File: src/rtl/tlb_pair_lookup.sv
module tlb_pair_lookup #(
  parameter int ENTRIES = 16,
  localparam int IDX_W = (ENTRIES > 1) ? $clog2(ENTRIES) : 1
) (
  input  logic             clk,
  input  logic             rst_n,
  input  logic             wr_en,
  input  logic [IDX_W-1:0] wr_idx,
  input  logic [31:0]      wr_mask,
  input  logic [31:0]      wr_hi,
  input  logic [31:0]      wr_lo0,
  input  logic [31:0]      wr_lo1,
  input  logic             lk_valid,
  input  logic [31:0]      lk_vaddr,
  input  logic [7:0]       lk_asid,
  input  logic             lk_store,
  output logic             rsp_valid,
  output logic [1:0]       rsp_fault,
  output logic             rsp_store,
  output logic [31:0]      rsp_paddr,
  output logic [31:0]      rsp_badvaddr,
  output logic [31:0]      rsp_entryhi
);
  localparam logic [31:0] SIZE_BITS = 32'h01FF_E000;
  localparam logic [31:0] LOW_BITS  = 32'h0000_1FFF;
  localparam logic [31:0] PFN_BITS  = 32'h03FF_FFC0;
  localparam logic [1:0]  F_NONE = 2'd0, F_MISS = 2'd1, F_INVAL = 2'd2, F_CLEAN = 2'd3;

  logic [31:0] t_mask [ENTRIES];
  logic [31:0] t_hi   [ENTRIES];
  logic [31:0] t_lo0  [ENTRIES];
  logic [31:0] t_lo1  [ENTRIES];
  logic [ENTRIES-1:0] t_used;
  logic [ENTRIES-1:0] hit;

  always_ff @(posedge clk or negedge rst_n)
    if (!rst_n) t_used <= '0;
    else if (wr_en) t_used[wr_idx] <= 1'b1;

  always_ff @(posedge clk)
    if (wr_en) begin
      t_mask[wr_idx] <= wr_mask;
      t_hi[wr_idx]   <= wr_hi;
      t_lo0[wr_idx]  <= wr_lo0;
      t_lo1[wr_idx]  <= wr_lo1;
    end

  for (genvar g = 0; g < ENTRIES; g++) begin : g_cmp
    logic [31:0] keep;
    assign keep   = ~((t_mask[g] & SIZE_BITS) | LOW_BITS);
    assign hit[g] = t_used[g] && (((lk_vaddr ^ t_hi[g]) & keep) == 32'd0)
                    && (t_hi[g][7:0] == lk_asid || t_hi[g][12]);
  end

  logic [IDX_W-1:0] win;
  always_comb begin
    win = '0;
    for (int i = ENTRIES - 1; i >= 0; i--)
      if (hit[i]) win = IDX_W'(i);
  end

  logic [31:0] off, lo, pa;
  logic        odd;
  logic [1:0]  fault;
  assign off = ((t_mask[win] & SIZE_BITS) >> 1) | 32'h0000_0FFF;
  assign odd = |(lk_vaddr & (off + 32'd1));
  assign lo  = odd ? t_lo1[win] : t_lo0[win];
  assign pa  = (((lo & PFN_BITS) << 6) & ~off) | (lk_vaddr & off);

  always_comb
    if (hit == '0)              fault = F_MISS;
    else if (!lo[1])            fault = F_INVAL;
    else if (lk_store && !lo[2]) fault = F_CLEAN;
    else                        fault = F_NONE;

  always_ff @(posedge clk or negedge rst_n)
    if (!rst_n) begin
      rsp_valid    <= 1'b0;
      rsp_fault    <= F_NONE;
      rsp_store    <= 1'b0;
      rsp_paddr    <= '0;
      rsp_badvaddr <= '0;
      rsp_entryhi  <= '0;
    end else begin
      rsp_valid    <= lk_valid;
      rsp_store    <= lk_store;
      rsp_fault    <= lk_valid ? fault : F_NONE;
      rsp_paddr    <= (fault == F_NONE) ? pa : 32'd0;
      rsp_badvaddr <= (fault != F_NONE) ? lk_vaddr : 32'd0;
      rsp_entryhi  <= (fault != F_NONE) ? {lk_vaddr[31:13], 5'd0, lk_asid} : 32'd0;
    end
endmodule


File: config.mk
export PLATFORM = sky130hd
export DESIGN_NAME = tlb_pair_lookup
export DESIGN_NICKNAME = d
export VERILOG_FILES = /design/src/rtl/tlb_pair_lookup.sv
export SDC_FILE = /design/constraint.sdc
export NUM_CORES = 2
export LEC_CHECK = 0
export BUFFER_PORTS_ARGS = -buffer_cell sky130_fd_sc_hd__buf_2
export CORE_ASPECT_RATIO = 0.7
export CORE_UTILIZATION = 55
export CTS_BUF_LIST = sky130_fd_sc_hd__clkbuf_2
export CTS_CLUSTER_DIAMETER = 100
export CTS_CLUSTER_SIZE = 30
export DETAILED_ROUTE_END_ITERATION = 7
export PLACE_DENSITY = 0.76
export SYNTH_ARGS = -nofsm -noshare
export SYNTH_HDL_FRONTEND = slang
export SYNTH_SLANG_ARGS = --single-unit
File: constraint.sdc
create_clock -name clk -period 12.5 [get_ports clk]
set_input_delay 1.25 -clock clk [delete_from_list [all_inputs] [get_ports clk]]
set_output_delay 1.25 -clock clk [all_outputs]
set_load 0.02 [all_outputs]
# After elaboration in Yosys (flattened, before gate mapping)
# Memories as Yosys holds them, arrays and structs flattened.
# Cells that the tools add are included.
[word_totals]
register_bits = 116
mem_bits_rw = 2048
input_bits = 177
wordCells = 183
n_memories = 4
[mem_list]
columns = ["name", "depth", "width", "read_ports", "rd_clocked_by_memory_dff", "wr", "line_no", "source"]
rows = [
  ["t_hi", 16, 32, 16, 0, 1, "30", "logic [31:0] t_hi [ENTRIES];"],
  ["t_lo0", 16, 32, 1, 0, 1, "31", "logic [31:0] t_lo0 [ENTRIES];"],
  ["t_lo1", 16, 32, 1, 0, 1, "32", "logic [31:0] t_lo1 [ENTRIES];"],
  ["t_mask", 16, 32, 17, 0, 1, "29", "logic [31:0] t_mask [ENTRIES];"],
]
[op_classes]
n_addsub = 1
order_cmp = 2
n_eq_ne = 16
mux = 28
bitwise = 54
n_reduce_logical = 71
[ops]
columns = ["op", "count"]
rows = [
  ["$and A32 B32 Y32", 17],
  ["$logic_not A32 Y1", 16],
  ["$not A25 Y32", 16],
  ["$xor A32 B32 Y32", 16],
  ["$eq A8 B8 Y1", 16],
  ["$mux W32", 3],
  ["$mux W4", 16],
  ["$logic_and A1 B1 Y1", 34],
  ["$and A32 B24 Y32", 1],
  ["$and A32 B25 Y32", 1],
  ["$not A24 Y32", 1],
  ["$or A32 B32 Y32", 1],
  ["$reduce_or A32 Y1", 1],
  ["$mux W26", 1],
  ["$add A24 B1 Y25 const B", 1],
  ["$logic_not A16 Y1", 1],
  ["$logic_or A1 B1 Y1", 16],
  ["$or A16 B16 Y16", 1],
  ["$mux W2", 4],
  ["$lt A4 B5 Y1 const B", 1],
  ["$demux W1 S4", 1],
  ["$ge A4 B1 Y1 const B", 1],
  ["$mux W1", 3],
  ["$logic_not A2 Y1", 1],
  ["other kinds (2)", 2],
]

# Logic depth before layout (Yosys ltp)
# An unclocked memory read counts as a cell.
[logic_depth]
word_depth = 34
ltp_mapped = 29

# Least setup slack after synthesis
# Ideal clock, no wire load.
[synth_path]
path_type = "in2reg"
start = "input port wr_idx[2]"
end = "register t_used[0]"
setup_ns = 0.101
t_arrival_ns = 8.091
t_required_ns = 12.399
setup_slack_ns = 4.308
path_stages = 3
path_cell_list = "or3b_2 -> nor3_1 -> or2_2"
[synth_via]
elab_chain_cells = 5
elab_cells_between_ends = 6
classes_between = "order compare: 2; mux: 2; bitwise: 1; reduce/logical: 1"
[synth_rtl]
columns = ["element", "line_no", "source"]
rows = [
  ["start, declared", "8", "input logic [IDX_W-1:0] wr_idx,"],
  ["$lt A4 B5 Y1 (not written as such) or $ge A4 B1 Y1 (tied branches)", "38", "else if (wr_en) t_used[wr_idx] <= 1'b1;"],
  ["$logic_and A1 B1 Y1 (not written as such)", "38", ""],
  ["$mux W1 (not written as such)", "38", ""],
  ["$demux W1 S4 (*)", "38", ""],
  ["$or A16 B16 Y16 (no line) (*)", "n/a", ""],
  ["end signal, assigned", "37", "if (!rst_n) t_used <= '0;"],
  ["end signal, assigned by index", "38", ""],
  ["end, declared", "33", "logic [ENTRIES-1:0] t_used;"],
]
# Mark *: on every way between the ends. The rest lies on a longest branch, timed or not.
# A chain may end at the register's enable or synchronous reset.

==> impl_metrics.yaml <==
outcome:
  outcome: "finished, final reports clean"
finish:
  regArea_sq_um: 42700
  fillers: 8099
  nNetsFinal: 4536
  fin_cells: 5830
  multiInputGateArea_sq_um: 15300
  design_area_sq_um: 62900
  final_layout_size_suffix_gt1_share_pct: 10.4
  final_util_pct: 59.1
  syn2layout_area_growth_pct: 6.29
placed_design:
  io_buffer_count: 227
  hpwlAfterDp_um: 95900
  placed_cells: 5641
  placed_cell_area_sq_um: 61500
  gp_congestion: 0.965
  post-place-ws_ns: 2.66
yosys:
  yosysSeqAreaShare_pct: 72.1
  avgSynthCellArea_sq_um: 14.2
  yosys_most_used_dff: "edfxtp_1"
  async_flop_share_pct: 6.41
  ys_seq_elements: 1436
  synth_cell_types: 75
  synthCells: 4180
  yosysTopAreaCellShare_pct: 68.2
  synth.most_common_cell: "edfxtp_1"
  synth_top_cells_by_count: "1344 x edfxtp_1, 759 x nand2_1, 347 x xnor2_1, 134 x and3_1, 131 x nor2_1"
  synthesis.area_sq_um: 59200
  synth_warnings: 0
  synth_edf_count: 1344
  yosysTopAreaCell: "edfxtp_1"
  synth_area_leaders: "edfxtp_1 68%, xnor2_1 5.1%, nand2_1 4.8%"
timing:
  skew_ns: 0.149
  finalSetupViolations: 0
  finalMaxSlewViolations: 0
  min_period_ns: 8.82
  hold_violations: 0
  post-route-period-util_pct: 70.5
  tightest_slew_ns: 1.28
  fmax_mhz: 113
  worst_slack_ns: 3.68
  grt_setup_unrepaired: "false"
  maxSlewHeadroom_pct: 14.1
  finalSetupTns_ns: 0
worst_setup_path:
  reg2regPathDepth: 23
  cp_data_arrival_time_ns: 10.25
  max_stage_delay_ns: 0.97
  crit_chain: "xor2_1 > nor4_1 > a41o_1 > nand4_1 > nand2b_1 > a31o_1 > a21oi_4 > buf_4 > mux2i_1 > a222oi_1 > o21ai_1 > inv_1 > ha_1 > inv_1 > a211oi_2 > or4b_1 > nor4bb_1 > xor2_1 > a2111o_1 > nor4_4 > buf_4 > mux2i_1 > a211oi_1"
  r2r_setup_slack_ns: 3.68
  critPathCaptureType: "flop"
  crit_path_max_fanout: 26
  crit_type: "reg -> reg"
  start_kind: "flop"
  path_depth: 23
  crit_buf_inv: 4
  crit_family: "compound AO/OA/AOI/OAI gates"
  required_ns: 13.94
  cp_slowest_cell: "nor4_1"
clocking:
  cts_setup_buffers: 0
  cts-root-buf: "clkbuf_2"
  clock_latency_ns: 1.56
  clk_path_buf_depth: 3
  cts_tree: "yes"
  cts.sinks: 1436
  clk_pin_slew_worst_paths_ns: 0.54
  cts_made_buffers: 54
  htreeDepth: 2
min_path:
  whs_path_depth: 1
  min_path_type: "in -> reg"
floorplan:
  num_io_pins: 277
  die_height_um: 276
  rows: 100
  core_area_sq_um: 106000
  dieArea_sq_um: 109000
  die-width_um: 394
  start_util_pct: 55.6
drt:
  drc: 0
  drt-wirelength-per-cell_um: 27.4
  vias: 36731
  postRouteWirelength_um: 160000
  ant_nets: 0
  drtIter0Drc: 5198
  vias_per_cell: 6.30
  drt_pass1_iterations: 6
flow_run:
  maxCapViolCount: 0
grt:
  grt_max_degree: 205
  grt_pass1_wl_um: 230000
  grt_overflow: 0
  antenna_found_initial: 9
  track_usage_pct: 28.7
  grt_pass1_vias: 34312
power_and_ir_drop:
  leakagePower_nw: 21.6
  ir_worst_vdd_v: 0.000127
  power_density_nw_per_um2: 118
[logic make-up (layout without fill, tap and decap cells)]
logic type,after synthesis,in the layout,synth area share [%]
DFF,1436,1436,72.1
and+or+nand+nor,1412,1412,11.0
AOI/OAI and AO/OA,523,523,6.35
xor gates and xnor gates,439,439,6.50
buffers and inverters,271,480,2.33
muxes,97,97,1.69
adders and majority gates,1,1,0.0211
other,1,14,0.00634
[area by class of cell]
cell class	instances	area share, %
diodes	9	0.0358
inverters	12	0.0716
multi-input cells	2477	24.4
repair buffers	377	4.03
well taps	1428	2.84
flip-flops and latches	1436	67.8
clock buffers	86	0.684
clock inverters	5	0.153
[per-stage QoR]
step	total power [mW]	hold WS (ns)
floorplan	5.74	0.439
global placement	5.92	0.452
detailed placement	5.93	0.453
CTS	7.41	0.00334
global route	7.60	0.0378
finish	7.41	0.104
[final timing paths]
kind,endpoint,start
worst max register to register,rsp_paddr[18],t_hi[12][5]
worst min-delay path,t_hi[7][23],wr_hi[23]
max in group asynchronous,rsp_paddr[4],rst_n
worst max-delay path,rsp_paddr[18],t_hi[12][5]
worst min register to register,t_used[2],t_used[2]
min in group asynchronous,rsp_badvaddr[1],rst_n
[routing by layer]
layer	track usage, %	part of all wire (%)
met3	8.43	15
met4	6.70	2.3
met5	0	0.038
met2	40.2	42
met1	44.2	41
[sequential cells by signal (all words and copies together), names as in the netlist]
register	cells
t_mask	192
rsp_fault	2
t_hi	448
t_lo0	352
t_lo1	352
rsp_badvaddr	32
rsp_paddr	32
t_used	16
rsp_valid	1
rsp_entryhi	8
rsp_store	1
[worst reg2reg max path: cells and delay by family, from the launching register on]
kind            cells  cell delay (ns)
compound gates      8             3.06
xor+xnor            2             0.27
fa+ha+maj           1             0.15
buf+inv             4             1.20
flops               1             0.50
mux                 2             0.54
simple gates        6             2.98
[placed cells by master (no fill, tap or decap), drive strengths merged, types with 14 or more instances in the layout]
master and instances:
a311oi 90, o22ai 124, o21ai 15, or2 21, mux2 21, clkbuf 86
and3 134, dlygate4sd3 89, nand3 96, xor2 92, nor3 38, a41o 15
nor2 131, buf 288, nor4 69, dfrtp 92, xnor2 347, inv 14
a211oi 67, nand2 759, edfxtp 1344, a21oi 51, a31oi 92, nand4 72
and2 58, mux2i 76
[repair_timing]
item	in CTS	in global routing
endpoints found under the hold margin	1029	0
gates resized for setup	0	0
hold buffers	89	0
[report_power, final]
part           switching, mW  total (mW)  leakage (nW)  internal (mW)
registers             0.0432        5.42          13.3           5.37
clock network           1.32        1.54         0.403          0.224
logic                  0.308       0.455          7.89          0.147
total                   1.67        7.41          21.6           5.74
Note: power is estimated with default switching activity, not from simulation.
